[config.mk]
export PLATFORM = sky130hd
export DESIGN_NAME = frame_mem_writer
export DESIGN_NICKNAME = d
export VERILOG_FILES = /design/src/rtl/fmw_pkg.sv /design/src/rtl/fmw_swap.sv /design/src/rtl/fmw_addr_gen.sv /design/src/rtl/fmw_bus_ctrl.sv /design/src/rtl/frame_mem_writer.sv
export SDC_FILE = /design/constraint.sdc
export NUM_CORES = 1
export LEC_CHECK = 0
export ABC_AREA = 0
export BUFFER_PORTS_ARGS = -buffer_cell sky130_fd_sc_hd__buf_4
export CORE_MARGIN = 2
export CORE_UTILIZATION = 59
export CTS_CLUSTER_SIZE = 25
export DETAILED_ROUTE_END_ITERATION = 10
export HOLD_SLACK_MARGIN = 0.15
export PLACE_DENSITY = 0.87
export REMOVE_ABC_BUFFERS = 1
export SYNTH_ARGS = -nofsm -noshare
export SYNTH_HDL_FRONTEND = slang
export SYNTH_SLANG_ARGS = --single-unit
[constraint.sdc]
create_clock -name clk -period 7.3 [get_ports clk]
set_input_delay 0.73 -clock clk [delete_from_list [all_inputs] [get_ports clk]]
set_output_delay 0.73 -clock clk [all_outputs]
set_load 0.01 [all_outputs]
[src/rtl/fmw_pkg.sv]
package fmw_pkg;
  typedef enum logic [1:0] {
    PXM_B8   = 2'd0,
    PXM_B16  = 2'd1,
    PXM_B32  = 2'd2,
    PXM_B32X = 2'd3
  } px_mode_e;

  typedef enum logic {
    BS_IDLE = 1'b0,
    BS_XFER = 1'b1
  } bus_st_e;
endpackage

[src/rtl/fmw_swap.sv]
module fmw_swap
  import fmw_pkg::*;
#(
  parameter int NB = 4
) (
  input  logic [8*NB-1:0] word_i,
  input  px_mode_e        mode_i,
  output logic [8*NB-1:0] word_o
);
  for (genvar i = 0; i < NB; i++) begin : g_lane
    localparam int SRC_REV  = NB - 1 - i;
    localparam int SRC_HALF = (i + NB / 2) % NB;
    always_comb begin
      unique case (mode_i)
        PXM_B8:  word_o[8*i +: 8] = word_i[8*SRC_REV +: 8];
        PXM_B16: word_o[8*i +: 8] = word_i[8*SRC_HALF +: 8];
        default: word_o[8*i +: 8] = word_i[8*i +: 8];
      endcase
    end
  end
endmodule

[src/rtl/fmw_addr_gen.sv]
module fmw_addr_gen #(
  parameter int AW = 16,
  parameter int CW = 6
) (
  input  logic          clk,
  input  logic          rst_n,
  input  logic          restart_i,
  input  logic          advance_i,
  input  logic          check_i,
  input  logic          zoom_i,
  input  logic [AW-1:0] start_i,
  input  logic [AW-1:0] size_i,
  input  logic [AW-1:0] bpl_i,
  input  logic [AW-1:0] vbpl_i,
  input  logic [CW-1:0] line_words_i,
  output logic [AW-1:0] addr_o,
  output logic          fit_o,
  output logic          full_o
);
  localparam int OW = AW + 2;
  localparam int PW = OW - CW - 2;

  logic [CW-1:0] col_q, col_d;
  logic [AW:0]   loff_q, loff_d;
  logic          full_q, full_d;
  logic          upd_en;
  logic [OW-1:0] cur_off;
  logic [AW-1:0] stride;
  logic          last_col;

  always_comb begin
    stride   = zoom_i ? vbpl_i : bpl_i;
    cur_off  = {1'b0, loff_q} + {{PW{1'b0}}, col_q, 2'b00};
    fit_o    = (cur_off + OW'(4)) <= {2'b00, size_i};
    last_col = (col_q == (line_words_i - CW'(1)));
    addr_o   = start_i + cur_off[AW-1:0];
    full_o   = full_q;
  end

  always_comb begin
    col_d  = col_q;
    loff_d = loff_q;
    full_d = full_q;
    if (restart_i) begin
      col_d  = '0;
      loff_d = '0;
      full_d = 1'b0;
    end else begin
      if (advance_i) begin
        if (last_col) begin
          col_d  = '0;
          loff_d = loff_q + {1'b0, stride};
        end else begin
          col_d = col_q + CW'(1);
        end
      end
      if (check_i && !fit_o) full_d = 1'b1;
    end
  end

  assign upd_en = restart_i | advance_i | (check_i & ~fit_o);

  always_ff @(posedge clk or negedge rst_n) begin
    if (!rst_n) begin
      col_q  <= '0;
      loff_q <= '0;
      full_q <= 1'b1;
    end else if (upd_en) begin
      col_q  <= col_d;
      loff_q <= loff_d;
      full_q <= full_d;
    end
  end
endmodule

[src/rtl/fmw_bus_ctrl.sv]
module fmw_bus_ctrl
  import fmw_pkg::*;
#(
  parameter int AW = 16
) (
  input  logic          clk,
  input  logic          rst_n,
  input  logic          fifo_empty_i,
  input  logic [31:0]   fifo_data_i,
  input  px_mode_e      mode_i,
  input  logic          fit_i,
  input  logic          full_i,
  input  logic [AW-1:0] addr_i,
  input  logic          ack_i,
  output logic          cyc_o,
  output logic          stb_o,
  output logic          we_o,
  output logic [3:0]    sel_o,
  output logic [AW-1:0] adr_o,
  output logic [31:0]   word_o,
  output px_mode_e      mode_o,
  output logic          pop_o,
  output logic          adv_o,
  output logic          idle_o
);
  bus_st_e       st_q, st_d;
  logic          load_en;
  logic          done;
  logic [AW-1:0] adr_q;
  logic [31:0]   word_q;
  px_mode_e      mode_q;

  always_comb begin
    idle_o  = (st_q == BS_IDLE);
    load_en = idle_o && !full_i && fit_i && !fifo_empty_i;
    done    = (st_q == BS_XFER) && ack_i;
    st_d    = st_q;
    if (load_en)   st_d = BS_XFER;
    else if (done) st_d = BS_IDLE;
  end

  always_ff @(posedge clk or negedge rst_n) begin
    if (!rst_n) st_q <= BS_IDLE;
    else        st_q <= st_d;
  end

  always_ff @(posedge clk or negedge rst_n) begin
    if (!rst_n) begin
      adr_q  <= '0;
      word_q <= '0;
      mode_q <= PXM_B32;
    end else if (load_en) begin
      adr_q  <= addr_i;
      word_q <= fifo_data_i;
      mode_q <= mode_i;
    end
  end

  always_comb begin
    cyc_o  = (st_q == BS_XFER);
    stb_o  = cyc_o;
    we_o   = cyc_o;
    sel_o  = {4{cyc_o}};
    adr_o  = adr_q;
    word_o = word_q;
    mode_o = mode_q;
    pop_o  = done;
    adv_o  = done;
  end
endmodule

[src/rtl/frame_mem_writer.sv]
module frame_mem_writer
  import fmw_pkg::*;
#(
  parameter int AW = 16,
  parameter int CW = 6
) (
  input  logic          clk,
  input  logic          rst_n,
  input  logic          frame_start_i,
  input  logic [1:0]    mode_i,
  input  logic          zoom_en_i,
  input  logic [AW-1:0] start_addr_i,
  input  logic [AW-1:0] win_size_i,
  input  logic [CW-1:0] line_words_i,
  input  logic [AW-1:0] bpl_i,
  input  logic [AW-1:0] vbpl_i,
  input  logic          fifo_empty_i,
  input  logic [31:0]   fifo_data_i,
  output logic          fifo_pop_o,
  output logic          wb_cyc_o,
  output logic          wb_stb_o,
  output logic          wb_we_o,
  output logic [3:0]    wb_sel_o,
  output logic [AW-1:0] wb_adr_o,
  output logic [31:0]   wb_dat_o,
  input  logic          wb_ack_i,
  output logic          win_full_o
);
  logic [1:0]    rsync_q;
  logic          rst_int_n;
  logic [AW-1:0] cur_addr;
  logic          fit, full, adv, idle;
  logic [31:0]   swap_word;
  px_mode_e      held_mode;

  always_ff @(posedge clk or negedge rst_n) begin
    if (!rst_n) rsync_q <= '0;
    else        rsync_q <= {rsync_q[0], 1'b1};
  end
  assign rst_int_n = rsync_q[1];

  fmw_addr_gen #(.AW(AW), .CW(CW)) u_addr (
    .clk          (clk),
    .rst_n        (rst_int_n),
    .restart_i    (frame_start_i),
    .advance_i    (adv),
    .check_i      (idle),
    .zoom_i       (zoom_en_i),
    .start_i      (start_addr_i),
    .size_i       (win_size_i),
    .bpl_i        (bpl_i),
    .vbpl_i       (vbpl_i),
    .line_words_i (line_words_i),
    .addr_o       (cur_addr),
    .fit_o        (fit),
    .full_o       (full)
  );

  fmw_bus_ctrl #(.AW(AW)) u_bus (
    .clk          (clk),
    .rst_n        (rst_int_n),
    .fifo_empty_i (fifo_empty_i),
    .fifo_data_i  (fifo_data_i),
    .mode_i       (px_mode_e'(mode_i)),
    .fit_i        (fit),
    .full_i       (full),
    .addr_i       (cur_addr),
    .ack_i        (wb_ack_i),
    .cyc_o        (wb_cyc_o),
    .stb_o        (wb_stb_o),
    .we_o         (wb_we_o),
    .sel_o        (wb_sel_o),
    .adr_o        (wb_adr_o),
    .word_o       (swap_word),
    .mode_o       (held_mode),
    .pop_o        (fifo_pop_o),
    .adv_o        (adv),
    .idle_o       (idle)
  );

  fmw_swap #(.NB(4)) u_swap (
    .word_i (swap_word),
    .mode_i (held_mode),
    .word_o (wb_dat_o)
  );

  assign win_full_o = full;
endmodule

==> Word-level counts from Yosys, hierarchy flattened <==
Index checks and enable logic that the tools add are counted.
{ "totals": {"reg_bits": 77, "inputBits": 110, "out_inout_bits": 57} }
{ "op_classes": {"n_addsub": 6, "magnitude_cmp": 1, "n_eq_ne": 2, "mux": 15, "n_bitwise": 5, "reduce_logical": 16} }
{ "ops": {"columns": ["op", "n"], "rows": [
  ["$pmux W8 S2", 4],
  ["$mux W17", 3],
  ["$add A17 B8 Y18", 1],
  ["$add A18 B3 Y18 const B", 1],
  ["$le A18 B16 Y1", 1],
  ["$mux W6", 3],
  ["$add A17 B16 Y17", 1],
  ["$add A16 B16 Y16", 1],
  ["$mux W16", 1],
  ["$reduce_bool A2 Y1", 4],
  ["$add A6 B1 Y6 const B", 1],
  ["$eq A6 B6 Y1", 1],
  ["$sub A6 B1 Y6 const B", 1],
  ["$logic_and A1 B1 Y1", 5],
  ["$mux W1", 4],
  ["$reduce_and A2 Y1", 2],
  ["$logic_not A1 Y1", 3],
  ["$reduce_and A3 Y1", 1],
  ["$eq A2 B1 Y1 const B", 1],
  ["$logic_not A2 Y1", 1],
  ["$not A1 Y1", 2],
  ["$or A1 B1 Y1", 2],
  ["$and A1 B1 Y1", 1]
]} }

==> Longest topological paths before layout <==
Gate-level depths: netlist of run 1.
{ "logic_depth": {"word_depth": 7, "ltp_mapped": 20, "ltp_nobuf": 18} }

==> By module <==
From an unflattened synthesis of run 1, not the netlist that was laid out.
{ "hier_totals": {"cells_unflattened": 701, "area_unflattened_um2": 6703.9} }
{ "modules_own_cells": {"columns": ["module", "instances", "cells_per_inst", "area_each_um2", "seq_area_each_um2"], "rows": [
  ["fmw_addr_gen", 1, 474, 3910.0, 601.8],
  ["fmw_bus_ctrl", 1, 117, 2025.7, 1277.5],
  ["fmw_swap", 1, 107, 714.4, 0.0],
  ["frame_mem_writer", 1, 3, 53.8, 50.0]
]} }

==> Worst setup path before layout of run 1 <==
No wires, ideal clock.
{ "synth_path": {"kind": "register -> register", "startpoint": "register u_addr.col_q[0]", "endpoint": "register u_bus.adr_q[0], in the netlist u_bus.adr_o[0]", "setup_ns": 0.125, "arrival_ns": 4.572, "t_required_ns": 7.175, "path_slack_ns": 2.603, "path_stages_with_launch": 20, "n_path_buf": 2, "synth_period_minus_slack_ns": 4.697, "cell_sequence": "dfrtp_1 ha_1 fa_1 a21o_2 a2111oi_4 o21ai_0 a222oi_1 nand3_1 xor2_1 ha_1 and4_1 nand3_1 inv_1 a221oi_1 a21oi_1 a311oi_1 and3_1 buf_6 buf_12 mux2_4"} }
{ "synth_via": {"elab_chain_cells": 5} }
{ "synth_lines": {"columns": ["element", "line", "text"], "rows": [
  ["from (decl)", "fmw_addr_gen.sv:23", "logic [CW-1:0] col_q, col_d;"],
  ["from (signal assigned)", "fmw_addr_gen.sv:69", "col_q <= col_d;"],
  ["$add A17 B8 Y18", "fmw_addr_gen.sv:33", "cur_off = {1'b0, loff_q} + {{PW{1'b0}}, col_q, 2'b00};"],
  ["$add A18 B3 Y18", "fmw_addr_gen.sv:34", "fit_o = (cur_off + OW'(4)) <= {2'b00, size_i};"],
  ["$le A18 B16 Y1", "fmw_addr_gen.sv:34", null],
  ["$logic_and A1 B1 Y1 (2 in series)", "fmw_bus_ctrl.sv:35", "load_en = idle_o && !full_i && fit_i && !fifo_empty_i;"],
  ["to (signal assigned)", "fmw_bus_ctrl.sv:53", "adr_q <= addr_i;"],
  ["to (decl)", "fmw_bus_ctrl.sv:29", "logic [AW-1:0] adr_q;"]
]} }
Every way passes these cells.
A chain may end at the register's enable or synchronous reset.

==> Worst setup path after layout of run 1 <==
Ends and elaborated chain as after synthesis.

==> qor.txt, run 1 <==
initial drt markers = 377
total congestion overflow = 0
number of synthesized flops with an enable pin = 0
Die W = 112 um
critical path arrival = 6.05 ns
CP Data Required Time = 7.52 ns
Final Hold Fails = 0
Total Routed Length = 17.1 mm
Startpoint Class = register
HPWL after DPL = 13.1 mm
diodes inserted = 0
Hold Slack = 0.381 ns
dpl cells = 990
# clock sinks = 77
pin count of the biggest net entering global routing = 76
GP Congestion = 0.892
Main synth FF type = dfrtp_1
total CTS buffers = 9
Max-slew headroom = 0.226
drt pass-1 iters = 5
Initial Util = 0.600
vias in the first global route = 6025
Distinct cells, synth = 74
max-slew violation count = 0
routed vias/inst = 5.91
period utilization = 0.798
Post-synth ARST share = 1.00
die height = 112 um
Vias = 5952
total core area = 0.0114 sq mm
top cells by area, synth = dfrtp_1 27%, mux2_4 10%, ha_1 10%
Area after DPL = 0.00802 sq mm
Rows = 39
Mean Syn Cell Area = 9.61 sq um
max_cap viols = 0
Worst Hold Class = reg -> reg
clock tree buffer depth = 2
Clock Skew = 0.00557 ns
post-synthesis register bit count = 77
Layout Utilization = 0.733
leading area contributor after synthesis = dfrtp_1
initial antenna violation count = 0
Synth Instances = 710
wire per inst = 16.9 um
mapped cell area = 0.00683 sq mm
clk root buf = clkbuf_16
non-filler cells, final = 1007
GRT Resource Usage Total = 0.277
Sum Neg Setup Slack = 0 ns
area delta synth->final = 22.1%
FMAX = 172 MHz
Final #Nets = 1028
setup violators final = 0
yosys warns = 0
Final Cell Area = 0.00833 sq mm
post-route ant nets = 0
post-synthesis sequential area ratio = 0.283
Tmin final = 5.82 ns
port bufs = 166
status = complete, no violations
RSZ-0062 raised after global routing = no
Placement Setup Slack = 1.58 ns
Worst VDD drop = 466 uV
clock slew at reported path FFs = 0.06 ns
CTS H-Tree Depth = 3
total power = 3.57 mW
layout cell share with drive strength beyond 1 = 0.318
CP endpoint kind = register
Worst-Skew Late Latency = 0.34 ns
# IOs = 167
post-synth top area share = 0.275
measured slew at the worst slew-check pin = 1.16 ns
crit-path max FO = 21
DIE AREA = 0.0124 sq mm
CTS tree = built
post-route setup slack = 1.48 ns
post-CTS setup buffer count = 0
first-pass GRT wire length = 28.3 mm
critical path type = reg -> reg
Lkg Pwr = 4.07 nW
P per Cell Area = 429 mW/mm^2
DRC errors left = 0
[repair_timing]
| action | in CTS | in global routing |
|---|---|---|
| hold endpoints to repair | 0 | 2 |
| gates resized for setup | 0 | 0 |
| hold buffers | 0 | 1 |
[flip-flops by register name, summed over array words and instances, names as in the netlist]
signal and count:
u_addr.loff_q 17, u_bus.adr_o 16, u_addr.col_q 6, u_bus.word_o 32, u_bus.cyc_o 1, u_addr.full_o 1
u_bus.mode_o 2, rsync_q 2
[cells by family (layout without fill, tap and decap cells)]
group | Yosys count | after routing | synth area share
AND/OR/NAND/NOR | 190 | 190 | 0.137
AO/OA/AOI/OAI | 170 | 170 | 0.167
multiplexers | 99 | 99 | 0.183
flip-flops | 77 | 77 | 0.283
buffers and inverters | 65 | 219 | 0.0561
adder cells (fa/ha/maj) | 59 | 59 | 0.111
XOR/XNOR | 49 | 49 | 0.0629
other | 1 | 1 | 0.000549
[cells in the final DEF, fill, tap and decap left out, types with 5 or more instances in the layout]
cell,netlist,final
nor3_1,13,13
a211oi_1,7,7
o31ai_1,17,17
clkbuf_16,0,9
xnor2_1,32,32
and2_1,7,7
buf_4,6,169
a21oi_1,24,24
and3_1,6,5
mux2_2,17,17
dfrtp_1,75,74
a31oi_1,6,6
ha_1,56,56
o21ai_0,59,59
nor2_1,35,35
xor2_1,17,17
nand3_1,13,13
mux2_4,47,47
mux2i_1,35,35
nand2_1,74,74
inv_1,33,33
a21o_1,9,9
nor2b_1,7,7
[cell usage after synthesis, types with 24 or more instances]
cell      n
inv_1    33
dfrtp_1  75
xnor2_1  32
mux2_4   47
nand2_1  74
a21oi_1  24
nor2_1   35
ha_1     56
o21ai_0  59
mux2i_1  35
[report_power, final]
group / leakage, nW / switching, mW / internal [mW]
registers: 0.934 / 0.276 / 0.628
clock network: 0.136 / 0.191 / 0.267
logic: 3.00 / 1.05 / 1.16
total: 4.07 / 1.51 / 2.06
[critical path, cell delays in order, from the launching register on]
cell and delay [ns]:
dfrtp_1 0.48, ha_1 0.29, fa_1 0.43, a21o_2 0.27
a2111oi_4 0.49, o21ai_0 0.22, a222oi_1 0.42, nand3_1 0.14
xor2_1 0.16, ha_1 0.30, and4_1 0.19, nand3_1 0.08
inv_1 0.05, a221oi_1 0.26, a21oi_1 0.08, a311oi_1 0.43
and3_2 0.60, buf_4 0.45, mux2_4 0.34
[final cells by class]
class	count	area [sq um]
timing repair buffer	170	1280
clock buffer	10	229
tap	143	179
fill	795	3040
clock inverter	6	70.1
inverter	33	124
sequential	77	1930
multi-input combinational	568	4520
[metal layers]
metal,track usage,part of all wire,up-vias
li1,-,-,2872
met4,0.123,0.036,0
met5,0,0,-
met3,0.0446,0.052,44
met1,0.337,0.41,2833
met2,0.486,0.50,203
[path summary, 6_finish.rpt]
| check | end | slack (ns) | startpoint | cells after the start |
|---|---|---|---|---|
| worst max-delay path | u_bus.adr_o[0] | 1.48 | u_addr.col_q[0] | 18 |
| worst max register to register | u_bus.adr_o[0] | 1.48 | u_addr.col_q[0] | 18 |
| worst min register to register | rsync_q[1] | 0.38 | rsync_q[0] | 0 |
| worst min-delay path | rsync_q[1] | 0.38 | rsync_q[0] | 0 |
| max in group asynchronous | u_addr.loff_q[0] | 6.18 | rsync_q[1] | 0 |
| min in group asynchronous | u_bus.adr_o[3] | 0.49 | rsync_q[1] | 0 |
Note: power is estimated with default switching activity, not from simulation.
==> inputs of run 2 (changes only) <==
--- a/config.mk
+++ b/config.mk
@@ -8,11 +8,11 @@
 export ABC_AREA = 0
 export BUFFER_PORTS_ARGS = -buffer_cell sky130_fd_sc_hd__buf_4
 export CORE_MARGIN = 2
-export CORE_UTILIZATION = 59
+export CORE_UTILIZATION = 50
 export CTS_CLUSTER_SIZE = 25
 export DETAILED_ROUTE_END_ITERATION = 10
 export HOLD_SLACK_MARGIN = 0.15
-export PLACE_DENSITY = 0.87
+export PLACE_DENSITY = 0.78
 export REMOVE_ABC_BUFFERS = 1
 export SYNTH_ARGS = -nofsm -noshare
 export SYNTH_HDL_FRONTEND = slang
==> constraint.sdc (replaced) <==
create_clock -name clk -period 4.87 [get_ports clk]
set_input_delay 0.487 -clock clk [delete_from_list [all_inputs] [get_ports clk]]
set_output_delay 0.487 -clock clk [all_outputs]
set_load 0.01 [all_outputs]
==> qor.txt, run 2 (synthesized netlist as in run 1, its figures left out) <==
status = complete, no violations (unchanged)
measured slew at the worst slew-check pin = 1.14 ns (was 1.16 ns)
clk root buf = clkbuf_16 (unchanged)
DIE AREA = 0.0146 sq mm (was 0.0124 sq mm)
DRC errors left = 0 (unchanged)
die height = 121 um (was 112 um)
Die W = 121 um (was 112 um)
# IOs = 167 (unchanged)
layout cell share with drive strength beyond 1 = 0.367 (was 0.318)
Sum Neg Setup Slack = 0 ns (unchanged)
FMAX = 208 MHz (was 172 MHz)
first-pass GRT wire length = 25.6 mm (was 28.3 mm)
WHS Path Cells = 0 (unchanged)
critical path arrival = 5.03 ns (was 6.05 ns)
total CTS buffers = 9 (unchanged)
CTS H-Tree Depth = 3 (unchanged)
Comb power frac = 0.643 (was 0.619)
GRT Resource Usage Total = 0.219 (was 0.277)
drt pass-1 iters = 5 (unchanged)
pin count of the biggest net entering global routing = 76 (unchanged)
HPWL after DPL = 12.6 mm (was 13.1 mm)
GP Congestion = 0.901 (was 0.892)
Worst Hold Class = reg -> reg (unchanged)
R2R cell count = 20 (was 18)
routed vias/inst = 5.52 (was 5.91)
total power = 5.59 mW (was 3.57 mW)
Vias = 5940 (was 5952)
commonest non-fill, non-tap cell in the layout = buf_4 (unchanged)
Total Routed Length = 17.2 mm (was 17.1 mm)
net switching power = 2.31 mW (was 1.51 mW)
max FFs per register = 32 (unchanged)
Lkg Pwr = 4.28 nW (was 4.07 nW)
most frequent cells in the layout = 194 x buf_4, 74 x nand2_1, 72 x dfrtp_1 (was 169 x buf_4, 74 x nand2_1, 74 x dfrtp_1)
post-route ant nets = 0 (unchanged)
Final #Nets = 1065 (was 1028)
# clock sinks = 77 (unchanged)
max_cap viols = 0 (unchanged)
Final Hold Fails = 0 (unchanged)
wire per inst = 15.9 um (was 16.9 um)
Clock Skew = 0.00771 ns (was 0.00557 ns)
Clock power frac = 0.115 (was 0.128)
Rows = 42 (was 39)
worst reg2reg endpoint = u_bus.word_o[30] (was u_bus.adr_o[0])
FF-to-FF setup slack = 0.07 ns (was 1.48 ns)
initial antenna violation count = 0 (unchanged)
Sw Ratio = 0.414 (was 0.424)
total congestion overflow = 0 (unchanged)
CTS tree = built (unchanged)
period utilization = 0.985 (was 0.798)
Worst-Skew Late Latency = 0.34 ns (about the same)
CP Data Required Time = 5.10 ns (was 7.52 ns)
internal power = 3.27 mW (was 2.06 mW)
Layout Utilization = 0.668 (was 0.733)
hold path start = rsync_q[0] (unchanged)
vias in the first global route = 5441 (was 6025)
clock slew at reported path FFs = 0.06 ns (about the same)
Initial Util = 0.513 (was 0.600)
P per Cell Area = 629 mW/mm^2 (was 429 mW/mm^2)
setup violators final = 0 (unchanged)
area delta synth->final = 30.1% (was 22.1%)
critical path type = reg -> reg (unchanged)
Hold Crit Endpoint = rsync_q[1] (unchanged)
Worst VDD drop = 264 uV (was 466 uV)
Tmin final = 4.80 ns (was 5.82 ns)
max-slew violation count = 0 (unchanged)
FF-to-FF Start = u_addr.loff_q[2] (was u_addr.col_q[0])
diodes inserted = 0 (unchanged)
sequential share of power = 0.242 (was 0.253)
port bufs = 166 (unchanged)
total core area = 0.0133 sq mm (was 0.0114 sq mm)
clock tree buffer depth = 2 (unchanged)
CP endpoint kind = register (unchanged)
initial drt markers = 314 (was 377)
Max-slew headroom = 0.238 (was 0.226)
crit-path max FO = 8 (was 21)
Startpoint Class = register (unchanged)
==> run 2: cell types whose count changed in the layout (fill, tap and decap cells not counted), moves of 3 or more <==
cell,previous run,this run
o21ai_0,59,55
buf_6,0,4
ha_1,56,51
o21ai_1,1,4
clkbuf_16,9,13
ha_4,0,3
buf_12,0,3
buf_4,169,194
==> run 2: worst max-delay path by stage <==
stage                     cells past startpoint              from          endpoint  slack, ns
after floorplan                              17   u_addr.col_q[0]   u_bus.word_o[1]      -1.44
final                                        20  u_addr.loff_q[2]  u_bus.word_o[30]       0.07
after detailed placement                     19  u_addr.loff_q[2]  u_bus.word_o[30]      -0.08
after global routing                         20  u_addr.loff_q[2]  u_bus.word_o[30]      -0.11
after CTS                                    18  u_addr.loff_q[2]  u_bus.word_o[30]      0.005
after global placement                       19  u_addr.loff_q[2]  u_bus.word_o[30]       0.08
==> run 2: area by class of cell <==
cell class / count / area, sq um
inverters: 33 / 124
well taps: 176 / 220
clock buffers: 10 / 229
fillers: 1091 / 4410
flip-flops and latches: 77 / 1940
multi-input cells: 568 / 4640
clock inverters: 6 / 48.8
repair buffers: 207 / 1690
==> run 2: repair_timing <==
item                                    in CTS  in global routing
cloned                                       0                  4
setup buffers                                1                 19
endpoints found under the hold margin        2                  0
endpoints found under the setup margin      48                 51
pin swaps                                    2                 14
gates resized for setup                      2                 35
hold buffers                                 1                  0
==> run 2: routing by layer <==
metal / part of all wire / wire, um / global-route usage
met1: 0.44 / 7550 / 0.282
met2: 0.49 / 8370 / 0.373
met3: 0.049 / 835 / 0.0255
met4: 0.024 / 408 / 0.0850
met5: 0 / 0 / 0
==> run 2: worst max-delay path: stages (launching register included) <==
cell	delay (ns)
dfrtp_1	0.39
ha_2	0.22
fa_2	0.40
a21o_4	0.24
a2111oi_4	0.33
buf_4	0.18
buf_4	0.12
xnor2_2	0.15
a41oi_2	0.15
nor2_1	0.11
ha_1	0.25
nand4_1	0.14
inv_1	0.06
a2111o_1	0.45
a221oi_4	0.28
a21oi_2	0.06
a311oi_2	0.27
and3_4	0.32
buf_4	0.14
buf_8	0.13
mux2_4	0.30
==> run 2: through the flow <==
| stage | area [sq um] | setup slack (ns) | hold slack (ns) | instances |
|---|---|---|---|---|
| 6_report | 8880 | 0.0719 | 0.348 | 1077 |
| 5_1_grt | 8880 | -0.115 | 0.354 | 1077 |
| 4_1_cts | 8510 | 0.00525 | 0.351 | 1054 |
| 3_5_place_dp | 8200 | -0.0767 | 0.273 | 1036 |
| 3_3_place_gp | 8200 | 0.0834 | 0.271 | 1036 |
| 2_1_floorplan | 6570 | -1.44 | 0.191 | 678 |
==> run 2: power by group through the flow <==
stage / sequential, mW / combinational [mW] / clock, mW
CTS: 1.34 / 3.35 / 0.646
global route: 1.41 / 3.93 / 0.675
finish: 1.35 / 3.59 / 0.640
global placement: 1.33 / 3.26 / 0
floorplan: 1.33 / 2.23 / 0
detailed placement: 1.34 / 3.33 / 0
==> inputs of run 3 (changes only) <==
--- a/config.mk
+++ b/config.mk
@@ -7,12 +7,15 @@
 export LEC_CHECK = 0
 export ABC_AREA = 0
 export BUFFER_PORTS_ARGS = -buffer_cell sky130_fd_sc_hd__buf_4
+export CELL_PAD_IN_SITES_DETAIL_PLACEMENT = 1
+export CELL_PAD_IN_SITES_GLOBAL_PLACEMENT = 2
 export CORE_MARGIN = 2
-export CORE_UTILIZATION = 50
+export CORE_UTILIZATION = 30
 export CTS_CLUSTER_SIZE = 25
 export DETAILED_ROUTE_END_ITERATION = 10
 export HOLD_SLACK_MARGIN = 0.15
-export PLACE_DENSITY = 0.78
+export MAX_ROUTING_LAYER = met4
+export PLACE_DENSITY_LB_ADDON = 0.1
 export REMOVE_ABC_BUFFERS = 1
 export SYNTH_ARGS = -nofsm -noshare
 export SYNTH_HDL_FRONTEND = slang
==> qor.txt, run 3 (synthesized netlist as in run 1, its figures left out) <==
HPWL after DPL = 16.0 mm (was 12.6 mm)
setup violators final = 0 (unchanged)
CP Data Required Time = 5.11 ns (was 5.10 ns)
clock tree buffer depth = 2 (unchanged)
Initial Util = 0.303 (was 0.513)
DRC errors left = 0 (unchanged)
commonest non-fill, non-tap cell in the layout = buf_4 (unchanged)
diodes inserted = 0 (unchanged)
Final Hold Fails = 0 (unchanged)
critical path arrival = 5.03 ns (about the same)
worst path cell trace = ha_2 -> fa_2 -> a21o_4 -> a2111oi_4 -> buf_4 -> or3b_2 -> a311oi_2 -> and2_4 -> and3_4 -> xor2_1 -> ha_1 -> and4_1 -> nand3_2 -> inv_2 -> a221oi_4 -> a21oi_2 -> a311oi_2 -> and3_4 -> buf_6 -> clkbuf_16 -> mux2_4 (was ha_2 -> fa_2 -> a21o_4 -> a2111oi_4 -> buf_4 -> buf_4 -> xnor2_2 -> a41oi_2 -> nor2_1 -> ha_1 -> nand4_1 -> inv_1 -> a2111o_1 -> a221oi_4 -> a21oi_2 -> a311oi_2 -> and3_4 -> buf_4 -> buf_8 -> mux2_4)
# IOs = 167 (unchanged)
FF-to-FF Start = u_addr.loff_q[2] (unchanged)
measured slew at the worst slew-check pin = 0.984 ns (was 1.14 ns)
routed vias/inst = 5.00 (was 5.52)
max-slew violation count = 0 (unchanged)
layout cell share with drive strength beyond 1 = 0.392 (was 0.367)
Worst-Skew Late Latency = 0.35 ns (was 0.34 ns)
max FFs per register = 32 (unchanged)
Vias = 6003 (was 5940)
Tmin final = 4.79 ns (was 4.80 ns)
Final #Nets = 1079 (was 1065)
vias in the first global route = 6423 (was 5441)
max_cap viols = 0 (unchanged)
Layout Utilization = 0.411 (was 0.668)
# clock sinks = 77 (unchanged)
Placement Setup Slack = -0.162 ns (was -0.0767 ns)
Worst VDD drop = 198 uV (was 264 uV)
P per Cell Area = 630 mW/mm^2 (was 629 mW/mm^2)
Total Routed Length = 20.5 mm (was 17.2 mm)
status = complete, no violations (unchanged)
pin count of the biggest net entering global routing = 76 (unchanged)
Rows = 55 (was 42)
die height = 155 um (was 121 um)
Startpoint Class = register (unchanged)
Critical-path top delay cell = fa_2 (was a2111o_1)
clk root buf = clkbuf_16 (unchanged)
RSZ-0062 raised after global routing = yes
GP Congestion = 0.795 (was 0.901)
initial drt markers = 215 (was 314)
crit-path max FO = 6 (was 8)
fillers = 2567 (was 1091)
total congestion overflow = 0 (unchanged)
first-pass GRT wire length = 32.2 mm (was 25.6 mm)
clock slew at reported path FFs = 0.07 ns (was 0.06 ns)
hold path start = rsync_q[0] (unchanged)
total CTS buffers = 9 (unchanged)
post-route setup slack = 0.0786 ns (was 0.0719 ns)
Clock Skew = 0.0114 ns (was 0.00771 ns)
period utilization = 0.984 (was 0.985)
CP endpoint kind = register (unchanged)
GRT Resource Usage Total = 0.171 (was 0.219)
total core area = 0.0225 sq mm (was 0.0133 sq mm)
CTS tree = built (unchanged)
critical path type = reg -> reg (unchanged)
most frequent cells in the layout = 204 x buf_4, 74 x nand2_1, 67 x dfrtp_1 (was 194 x buf_4, 74 x nand2_1, 72 x dfrtp_1)
wire per inst = 17.1 um (was 15.9 um)
post-route ant nets = 0 (unchanged)
DIE AREA = 0.0240 sq mm (was 0.0146 sq mm)
CTS H-Tree Depth = 3 (unchanged)
Hold Slack = 0.353 ns (was 0.348 ns)
area delta synth->final = 35.5% (was 30.1%)
initial antenna violation count = 0 (unchanged)
CP startpoint = u_addr.loff_q[2] (unchanged)
FMAX = 209 MHz (was 208 MHz)
Worst Hold Class = reg -> reg (unchanged)
port bufs = 166 (unchanged)
Max-slew headroom = 0.344 (was 0.238)
Lkg Pwr = 4.38 nW (was 4.28 nW)
drt pass-1 iters = 4 (was 5)
Die W = 155 um (was 121 um)
Crit path largest cell delay = 0.42 ns (was 0.45 ns)
run 3: area by class of cell:
type,instances,area (sq um),area share
Clock buffer,10,229,0.0248
Clock inverter,6,87.6,0.00947
Timing Repair Buffer,221,1790,0.194
Tap cell,285,357,0.0386
Inverter,33,124,0.0134
Sequential cell,77,1940,0.210
Multi-Input combinational cell,568,4720,0.510
run 3: layer usage:
layer  track usage  routed length [um]  vias to the layer above
met5             -                   0                        -
met4        0.0547                 389                        0
met3        0.0192                 597                       21
met2         0.301               10400                      113
met1         0.204                9110                     2895
li1              -                   -                     2974
run 3: through the flow:
stage | TNS [ns] | cells | power [mW] | cell area [sq um]
final | 0 | 1200 | 5.82 | 9250
after detailed placement | -6.07 | 1159 | 4.82 | 8420
after global placement | 0 | 1159 | 4.69 | 8420
after floorplan | -67.68 | 678 | 3.56 | 6570
after CTS | 0 | 1178 | 5.60 | 8790
after global routing | -8.18 | 1200 | 6.32 | 9250
run 3: path summary, 6_finish.rpt:
path	slack (ns)	to	cells after the start
max	0.08	u_bus.adr_o[7]	21
min	0.35	rsync_q[1]	0
max reg2reg	0.08	u_bus.adr_o[7]	21
min reg2reg	0.35	rsync_q[1]	0
max in group asynchronous	3.67	u_addr.col_q[5]	0
min in group asynchronous	0.45	rsync_q[1]	2
run 3: report_power, final:
part | leakage (nW) | total (mW) | internal (mW) | switching (mW)
Combinational | 3.30 | 3.68 | 2.05 | 1.63
Clock | 0.157 | 0.731 | 0.450 | 0.281
Sequential | 0.923 | 1.42 | 0.944 | 0.474
run 3: repair_timing:
item,4_1_cts,5_1_grt
setup buffers,2,20
pin swaps,5,23
hold buffers,1,0
hold endpoints to repair,2,0
gates resized for setup,7,57
gates cloned,0,2
endpoints found under the setup margin,47,51
run 3: worst max-delay path, delay by kind of cell (launching register included):
| kind | cells | cell delay (ns) |
|---|---|---|
| AOI/OAI and AO/OA | 6 | 1.24 |
| xor gates and xnor gates | 1 | 0.14 |
| adders and majority gates | 3 | 0.98 |
| buffers and inverters | 4 | 0.54 |
| DFF | 1 | 0.39 |
| muxes | 1 | 0.30 |
| and+or+nand+nor | 6 | 1.08 |
